<file path="config.mk">
export PLATFORM = sky130hd
export DESIGN_NAME = chlink_irq_subnode
export DESIGN_NICKNAME = d
export VERILOG_FILES = /design/src/rtl/chlink_pkg.sv /design/src/rtl/chlink_pair.sv /design/src/rtl/chlink_regs.sv /design/src/rtl/chlink_irq_subnode.sv
export SDC_FILE = /design/constraint.sdc
export NUM_CORES = 1
export LEC_CHECK = 0
export BUFFER_PORTS_ARGS = -buffer_cell sky130_fd_sc_hd__buf_4
export CAP_MARGIN = 30
export CORE_MARGIN = 1.5
export CORE_UTILIZATION = 53
export CTS_CLUSTER_DIAMETER = 100
export CTS_CLUSTER_SIZE = 14
export DETAILED_ROUTE_END_ITERATION = 8
export GPL_ROUTABILITY_DRIVEN = 0
export PLACE_DENSITY = 0.95
export SYNTH_ARGS = -nofsm -noshare
export SYNTH_HDL_FRONTEND = slang
export SYNTH_SLANG_ARGS = --single-unit
</file>
<file path="constraint.sdc">
create_clock -name clk -period 4.52 [get_ports clk]
set_input_delay 0.678 -clock clk [delete_from_list [all_inputs] [get_ports clk]]
set_output_delay 0.678 -clock clk [all_outputs]
set_load 0.01 [all_outputs]
</file>
<file path="src/rtl/chlink_pkg.sv">
package chlink_pkg;
    typedef enum logic [1:0] {
        LNK_OFF = 2'd0,
        LNK_CHA = 2'd1,
        LNK_CHB = 2'd2
    } lnk_state_e;

    localparam int BITS_PER_PAIR = 4;
    localparam int IE_OFS = 0;
    localparam int IR_OFS = 1;
endpackage

</file>
<file path="src/rtl/chlink_pair.sv">
module chlink_pair
    import chlink_pkg::*;
#(
    parameter int CW  = 8,
    parameter int C2W = 4
) (
    input  logic                 clk,
    input  logic                 rst_n,
    input  logic                 stb_i,
    input  logic                 pkg_i,
    input  logic                 req_i,
    input  logic [1:0][CW-1:0]   cnt_i,
    input  logic [1:0][C2W-1:0]  cnt2_i,
    input  logic [1:0]           link_i,
    output logic                 hw_set_o,
    output logic                 toggle_o,
    output logic [1:0]           std_o
);
    lnk_state_e     state_q, state_d;
    logic [CW-1:0]  prev_cnt_q;
    logic [C2W-1:0] prev_cnt2_q;
    logic           prev_vld_q;
    logic [1:0]     std_q;

    logic           act;
    logic [CW-1:0]  cur_cnt;
    logic [C2W-1:0] cur_cnt2;
    logic           cur_link;
    logic           any_link;
    logic           cnt_drop;
    logic           blk_done;

    assign act      = (state_q == LNK_CHB);
    assign cur_cnt  = cnt_i[act];
    assign cur_cnt2 = cnt2_i[act];
    assign cur_link = link_i[act];
    assign any_link = |link_i;
    assign cnt_drop = pkg_i ? ((prev_cnt2_q == C2W'(1)) && (cur_cnt2 == '0))
                            : ((prev_cnt_q == CW'(1)) && (cur_cnt == '0));
    assign blk_done = stb_i & prev_vld_q & cnt_drop;

    // next state
    always_comb begin
        state_d = state_q;
        unique case (state_q)
            LNK_OFF: begin
                if (blk_done)                state_d = any_link ? LNK_CHB : LNK_OFF;
                else if (stb_i && cur_link)  state_d = LNK_CHA;
            end
            LNK_CHA: if (blk_done) state_d = any_link ? LNK_CHB : LNK_OFF;
            LNK_CHB: if (blk_done) state_d = any_link ? LNK_CHA : LNK_OFF;
            default: state_d = LNK_OFF;
        endcase
    end

    // state and sampled counters
    always_ff @(posedge clk or negedge rst_n) begin
        if (!rst_n) begin
            state_q     <= LNK_OFF;
            prev_cnt_q  <= '0;
            prev_cnt2_q <= '0;
            prev_vld_q  <= 1'b0;
        end else begin
            state_q <= state_d;
            if (stb_i) begin
                if (blk_done) begin
                    prev_vld_q <= 1'b0;
                end else begin
                    prev_cnt_q  <= cur_cnt;
                    prev_cnt2_q <= cur_cnt2;
                    prev_vld_q  <= 1'b1;
                end
            end
        end
    end

    // outputs
    always_ff @(posedge clk or negedge rst_n) begin
        if (!rst_n) begin
            std_q <= '0;
        end else begin
            std_q <= '0;
            if (req_i && (cur_cnt == '0) && !cur_link) std_q[act] <= 1'b1;
        end
    end

    assign hw_set_o = blk_done & cur_link;
    assign toggle_o = (state_q == LNK_CHB);
    assign std_o    = std_q;


    unlink_chk: assert property (@(posedge clk) disable iff (!rst_n)
        (stb_i && prev_vld_q && cnt_drop && !any_link) |=> (state_q == LNK_OFF && !toggle_o));

    swap_ab_chk: assert property (@(posedge clk) disable iff (!rst_n)
        (blk_done && any_link && !toggle_o) |=> toggle_o);

    no_strobe_hold_chk: assert property (@(posedge clk) disable iff (!rst_n)
        !stb_i |=> ($stable(state_q) && $stable(prev_vld_q)));

    std_cause_chk: assert property (@(posedge clk) disable iff (!rst_n)
        (|std_o) |-> ($past(req_i) && $onehot0(std_o)));
endmodule

</file>
<file path="src/rtl/chlink_regs.sv">
module chlink_regs
    import chlink_pkg::*;
#(
    parameter int NPAIR = 4,
    localparam int RW   = NPAIR * BITS_PER_PAIR
) (
    input  logic             clk,
    input  logic             rst_n,
    input  logic             wr_en_i,
    input  logic [RW-1:0]    wdata_i,
    input  logic [NPAIR-1:0] hw_set_i,
    output logic [RW-1:0]    rdata_o,
    output logic             irq_o
);
    logic [NPAIR-1:0] ie_q;
    logic [NPAIR-1:0] ir_q;

    for (genvar p = 0; p < NPAIR; p++) begin : g_bit
        always_ff @(posedge clk or negedge rst_n) begin
            if (!rst_n) begin
                ie_q[p] <= 1'b0;
                ir_q[p] <= 1'b0;
            end else begin
                if (wr_en_i) ie_q[p] <= wdata_i[p*BITS_PER_PAIR + IE_OFS];
                if (hw_set_i[p])  ir_q[p] <= 1'b1;
                else if (wr_en_i) ir_q[p] <= wdata_i[p*BITS_PER_PAIR + IR_OFS];
            end
        end


        hw_wins_chk: assert property (@(posedge clk) disable iff (!rst_n)
            hw_set_i[p] |=> rdata_o[p*BITS_PER_PAIR + IR_OFS]);
    end

    always_comb begin
        rdata_o = '0;
        for (int p = 0; p < NPAIR; p++) begin
            rdata_o[p*BITS_PER_PAIR + IE_OFS] = ie_q[p];
            rdata_o[p*BITS_PER_PAIR + IR_OFS] = ir_q[p];
        end
    end

    assign irq_o = |(ie_q & ir_q);


    irq_src_chk: assert property (@(posedge clk) disable iff (!rst_n)
        irq_o |-> ($countones(ir_q & ie_q) > 0));
endmodule

</file>
<file path="src/rtl/chlink_irq_subnode.sv">
module chlink_irq_subnode
    import chlink_pkg::*;
#(
    parameter int NPAIR = 4,
    parameter int CW    = 8,
    parameter int C2W   = 4,
    localparam int RW   = NPAIR * BITS_PER_PAIR
) (
    input  logic                         clk,
    input  logic                         rst_n,
    input  logic                         wr_en_i,
    input  logic [RW-1:0]                wdata_i,
    output logic [RW-1:0]                rdata_o,
    input  logic [NPAIR-1:0]             stb_i,
    input  logic [NPAIR-1:0]             pkg_i,
    input  logic [NPAIR-1:0]             req_i,
    input  logic [NPAIR-1:0][1:0][CW-1:0]  cnt_i,
    input  logic [NPAIR-1:0][1:0][C2W-1:0] cnt2_i,
    input  logic [NPAIR-1:0][1:0]        link_i,
    output logic [NPAIR-1:0]             toggle_o,
    output logic [2*NPAIR-1:0]           std_irq_o,
    output logic                         irq_o
);
    logic [NPAIR-1:0] hw_set;

    for (genvar p = 0; p < NPAIR; p++) begin : g_pair
        chlink_pair #(.CW(CW), .C2W(C2W)) u_pair (
            .clk      (clk),
            .rst_n    (rst_n),
            .stb_i    (stb_i[p]),
            .pkg_i    (pkg_i[p]),
            .req_i    (req_i[p]),
            .cnt_i    (cnt_i[p]),
            .cnt2_i   (cnt2_i[p]),
            .link_i   (link_i[p]),
            .hw_set_o (hw_set[p]),
            .toggle_o (toggle_o[p]),
            .std_o    (std_irq_o[2*p +: 2])
        );
    end

    chlink_regs #(.NPAIR(NPAIR)) u_regs (
        .clk      (clk),
        .rst_n    (rst_n),
        .wr_en_i  (wr_en_i),
        .wdata_i  (wdata_i),
        .hw_set_i (hw_set),
        .rdata_o  (rdata_o),
        .irq_o    (irq_o)
    );


    reset_quiet_chk: assert property (@(posedge clk)
        !rst_n |=> (rdata_o == '0 && !irq_o && toggle_o == '0) || rst_n);
endmodule

</file>
# Yosys cells after proc, flatten, opt, wreduce, memory -nomap -nowiden
# Cells that the tools add are included.
[classes] order_cmp=8 n_eq_ne=28 n_mux=80 n_bitwise=17 n_reduce_logical=57
[op_table] cell="$mux 8" n=8
[op_table] cell="$mux 2" n=24
[op_table] cell="$eq 8x1->1 const B" n=4
[op_table] cell="$logic_not 8->1" n=4
[op_table] cell="$mux 1" n=32
[op_table] cell="$mux 4" n=8
[op_table] cell="$logic_and 1x1->1" n=24
[op_table] cell="$pmux 2 s3" n=4
[op_table] cell="$eq 4x1->1 const B" n=4
[op_table] cell="$logic_not 4->1" n=4
[op_table] cell="$and 1x1->1" n=12
[op_table] cell="$ne 3x1->1 const B" n=4
[op_table] cell="$reduce_and 3->1" n=4
[op_table] cell="$eq 2x1->1 const B" n=4
[op_table] cell="$eq 2x2->1 const B" n=4
[op_table] cell="$logic_not 2->1" n=4
[op_table] cell="$lt 1x2->1 const B" n=4
[op_table] cell="$ne 2x1->1 const B" n=4
[op_table] cell="$ne 2x2->1 const B" n=4
[op_table] cell="$reduce_and 2->1" n=4
[op_table] cell="$reduce_bool 2->1" n=4
[op_table] cell="$reduce_or 2->1" n=4
[op_table] cell="$and 4x4->4" n=1
[op_table] cell="$demux 1 s1" n=4
[op_table] cell="other kinds (4)" n=13
[word_totals] ff_bits=76 in_bits=135 output_inout_bits=29 word_cells=218

# Depth between registers and ports, before layout
[logic_depth] ltp_word=9 depth_mapped=9 ltp_nobuf=7

# Hierarchy
# Synthesis repeated with hierarchy kept, for this count alone.
[hier_totals] cells_unflattened=436 area_unflattened_um2=4346.7
[by_module_without_submodules] module="chlink_pair (g_pair[0].u_pair ...)" instances=3 cells_per_inst=99 area_each_um2=974.7 seq_area_each_um2=425.4
[by_module_without_submodules] module="chlink_pair (g_pair[3].u_pair)" instances=1 cells_per_inst=106 area_each_um2=1023.5 seq_area_each_um2=425.4
[by_module_without_submodules] module="chlink_regs" instances=1 cells_per_inst=33 area_each_um2=399.1 seq_area_each_um2=200.2

# Worst setup path before layout
# Ideal clock, no wire load.
[synth_path] kind="input to register" from="input cnt2_i[10] in the netlist's numbering" to="register g_pair[1].u_pair.prev_cnt_q[6]" setup_ps=128 arrival_ps=2136 required_ps=4392 setup_slack_ps=2257 stages=6 path_buffers=1 cell_sequence="or3_1 > a2111oi_1 > a21oi_1 > and2_4 > buf_6 > mux2_1"
[synth_between] elab_chain_cells=8
[synth_rtl] element="from (decl)" line="chlink_irq_subnode.sv:18" source="input logic [NPAIR-1:0][1:0][C2W-1:0] cnt2_i,"
[synth_rtl] element="$mux 4 (implied by the code) (2 in a row)" line="chlink_pair.sv:35" source="assign cur_cnt2 = cnt2_i[act];"
[synth_rtl] element="$logic_not 4->1" line="chlink_pair.sv:38" source="assign cnt_drop = pkg_i ? ((prev_cnt2_q == C2W'(1)) && (cur_cnt2 == '0))"
[synth_rtl] element="$logic_and 1x1->1" line="chlink_pair.sv:38"
[synth_rtl] element="$mux 1" line="chlink_pair.sv:38"
[synth_rtl] element="$and 1x1->1" line="chlink_pair.sv:40" source="assign blk_done = stb_i & prev_vld_q & cnt_drop;"
[synth_rtl] element="$not 1->1 (no line)"
[synth_rtl] element="$reduce_and 2->1 (no line)"
[synth_rtl] element="to (signal assigned)" line="chlink_pair.sv:69" source="prev_cnt_q <= cur_cnt;"
[synth_rtl] element="to (decl)" line="chlink_pair.sv:20" source="logic [CW-1:0] prev_cnt_q;"
# Every way passes these cells. The select of a mux whose other input is x is not followed.
# A chain may end at the register's enable or synchronous reset.

# Worst setup path after layout
[layout_path] from="register g_pair[3].u_pair.state_q[0]" to="register g_pair[3].u_pair.state_q[0]"
[layout_between] elab_chain_cells=9 elab_cells_between_ends=22 cone_classes="5 x eq/ne; 9 x mux; 1 x bitwise; 7 x reduce/logical"
[layout_rtl] element="from (decl)" line="chlink_pair.sv:19" source="lnk_state_e state_q, state_d;"
[layout_rtl] element="from (signal assigned)" line="chlink_pair.sv:64" source="state_q <= state_d;"
[layout_rtl] element="$eq 2x2->1" line="chlink_pair.sv:33, chlink_pair.sv:45"
[layout_rtl] element="$mux 8 (implied by the code) / $mux 4 (equally long branches) (2 in a row)" line="chlink_pair.sv:34, chlink_pair.sv:35"
[layout_rtl] element="$logic_not 8->1 / $logic_not 4->1 (equally long branches)" line="chlink_pair.sv:39, chlink_pair.sv:38"
[layout_rtl] element="$logic_and 1x1->1 (on tied branches)" line="chlink_pair.sv:39, chlink_pair.sv:38"
[layout_rtl] element="$mux 1" line="chlink_pair.sv:38"
[layout_rtl] element="$and 1x1->1" line="chlink_pair.sv:40"
[layout_rtl] element="$ne 3x1->1 (no line) (tied with other cells)"
[layout_rtl] element="$reduce_and 3->1 (no line) / $pmux 2 s3 (equally long branches)"
# Several ways; a longest one is shown, not always the timed one. The select of a mux whose other input is x is not followed.

==> flow_metrics.env <==
export IMPL_setup_tns_ns=0
export IMPL_die_w_um=92.2
export IMPL_rsz0062_at_grt="no"
export IMPL_cp_data_arrival_time_ns=2.95
export IMPL_antenna_found_initial=0
export IMPL_synth_top_area_share=0.451
export IMPL_drcViolationCount=0
export IMPL_slew_headroom=0.579
export IMPL_setup_violations=0
export IMPL_cp_startpoint="g_pair[3].u_pair.state_q[0]"
export IMPL_hp_class="input port to async pin"
export IMPL_synth_ff_type="dfrtp_1"
export IMPL_start_kind="flop"
export IMPL_vdd_drop_max_mv=0.172
export IMPL_busiest_layer="met2"
export IMPL_rrSetupSlack_ns=1.79
export IMPL_crit_type="flop to flop"
export IMPL_die_area_sq_um=8510
export IMPL_layout_nets=688
export IMPL_drv_cap=0
export IMPL_cts_path_max_buffers=2
export IMPL_hold_viol_final=0
export IMPL_synth_seq_cells=76
export IMPL_crit_path_end_kind="flop"
export IMPL_cts_buffers=9
export IMPL_grt_ovfl_total=0
export IMPL_cp_data_required_time_ns=4.73
export IMPL_insertion_delay_ns=0.34
export IMPL_num_rows=32
export IMPL_dp_cells=643
export IMPL_yosysSeqAreaShare=0.451
export IMPL_ant_nets=0
export IMPL_grtUsageMet3=0.0456
export IMPL_cts_root_buf="clkbuf_8"
export IMPL_final_cell_area_sq_um=5550
export IMPL_synthCells=412
export IMPL_fin_crit_ns=2.73
export IMPL_yosys_warnings=0
export IMPL_leakagePower_nw=2.65
export IMPL_cp_max_fo=18
export IMPL_synth_async_reset_ratio=1.00
export IMPL_cts_hold_fix_buffers=0
export IMPL_post_drt_wl_per_cell_um=15.2
export IMPL_synth_commonest_cells="100 x nand2_1, 76 x dfrtp_1, 33 x mux2_1"
export IMPL_fin_crit_sh=0.605
export IMPL_clock_skew_ns=0.00894
export IMPL_start_util=0.546
export IMPL_grtUsageTotal=0.244
export IMPL_postRouteWirelength_um=10000
export IMPL_final_layout_size_suffix_gt1_frac=0.380
export IMPL_status="finished, final reports clean"
export IMPL_drt_iter0_drc=94
export IMPL_grt_pass1_vias=3635
export IMPL_final_fill_count=540
export IMPL_ff2ff_path_depth=7
export IMPL_r2r_start="g_pair[3].u_pair.state_q[0]"
export IMPL_post_cts_setup_buffers=0
export IMPL_synth_area_sq_um=4220
export IMPL_place_area_sq_um=5320
export IMPL_port_buffers=147
export IMPL_met2_usage=0.435
export IMPL_grt_pass1_wl_um=16400
export IMPL_io_pins=164
export IMPL_syn_area_per_cell_sq_um=10.2
export IMPL_synth_edff_count=0
export IMPL_core_sq_um=7730
export IMPL_synth_cell_types=43
export IMPL_cts_resized_gates=0
export IMPL_max_freq_mhz=366
export IMPL_first_pass_iters=4
export IMPL_grt_use_met1=0.293
export IMPL_cts_clk_slew_worst_paths_ns=0.08
export IMPL_antenna_cells=0
export IMPL_r2r_end="g_pair[3].u_pair.state_q[0]"
export IMPL_yosysMostFrequentCell="nand2_1"
export IMPL_tightestPinTransition_ns=0.631
export IMPL_maxSlewViolCount=0
export IMPL_h_tree_depth=3
export IMPL_yosysTopAreaCell="dfrtp_1"
export IMPL_vias=3622
export IMPL_p_per_area_nw_per_um2=280
export IMPL_die_y_um=92.2
export IMPL_clkSinkCount=76
export IMPL_dp_hpwl_um=7700
export IMPL_syn_to_final_growth_pct=31.4
export IMPL_cts_tree="yes"
export IMPL_synth_top_cells_by_area="dfrtp_1 45%, nand2_1 8.9%, mux2_1 8.8%, mux2_4 6.4%, mux2_2 5.6%"
export IMPL_via_per_inst=5.49
export IMPL_finalNonFillerCells=660
export IMPL_grt_max_degree=77
power breakdown:
part	switching, mW	total (mW)	internal (mW)
Clock	0.243	0.527	0.284
Combinational	0.105	0.260	0.156
Sequential	0.0320	0.764	0.732
Total	0.380	1.55	1.17
worst max path at each step:
stage	endpoint	slack, ns	cells past startpoint
finish	g_pair[3].u_pair.state_q[0]	1.79	7
floorplan	g_pair[1].u_pair.prev_cnt_q[6]	2.26	6
CTS	g_pair[3].u_pair.state_q[0]	1.77	7
global placement	g_pair[3].u_pair.state_q[0]	1.88	7
detailed placement	g_pair[3].u_pair.state_q[0]	1.81	7
global route	g_pair[0].u_pair.prev_cnt_q[1]	1.59	7
stage by stage:
stage	setup WS (ns)	total power [mW]	util	hold slack (ns)
3_5_place_dp	1.81	1.03	0.688	0.468
3_3_place_gp	1.88	1.02	0.688	0.459
6_report	1.79	1.55	0.718	0.132
5_1_grt	1.59	1.62	0.718	0.113
4_1_cts	1.77	1.56	0.714	0.485
2_1_floorplan	2.26	0.888	-	0.382
placed cells by master (no fill, tap or decap), types with 3 or more instances in the layout:
cell type and n:
clkbuf_8 11, mux2_4 18, nor4_1 21, nor3_1 7, o21ai_0 3, nor2_1 18
mux2_1 33, or3_1 5, nand2_1 100, dfrtp_1 76, nand3_1 9, a22oi_1 3
nor2b_1 3, a21oi_1 7, mux2_2 21, o31ai_1 5, inv_1 6, o21ai_1 4
conb_1 8, nand2b_1 4, nor4b_1 6, mux2i_1 12, buf_4 148
logic make-up after synthesis:
family,count (synthesis),synth area share
AOI/OAI and AO/OA,29,0.0495
buffers and inverters,35,0.0486
DFF,76,0.451
muxes,84,0.237
other,1,0.000889
and+or+nand+nor,187,0.214
routing by layer:
metal  vias to the layer above  wire length [um]
met3                        16               547
met5                         -                 0
met4                         0               186
li1                       1703                 -
met2                       127              5240
met1                      1776              4060
worst max-delay path, stage by stage, from the launching register on:
cell	delay [ns]
dfrtp_1	0.38
nand2b_1	0.43
inv_4	0.32
mux2_2	0.40
a2111oi_4	0.38
o21ai_1	0.18
and3b_1	0.22
a311o_1	0.31
cell type report:
class	instances	area, sq um	share of cell area
repair buffers	149	1140	0.205
well taps	102	128	0.0230
inverters	9	36.3	0.00654
clock buffers	12	155	0.0280
multi-input cells	308	2140	0.386
flip-flops and latches	76	1900	0.343
clock inverters	4	47.5	0.00857
sequential cells by signal (all words and copies together) (netlist names):
name	flops
g_pair.u_pair.prev_cnt_q	32
g_pair.u_pair.prev_vld_q	4
u_regs.rdata_o	8
g_pair.u_pair.prev_cnt2_q	16
g_pair.u_pair.std_o	8
g_pair.u_pair.state_q	8
(Power assumes the default switching activity.)
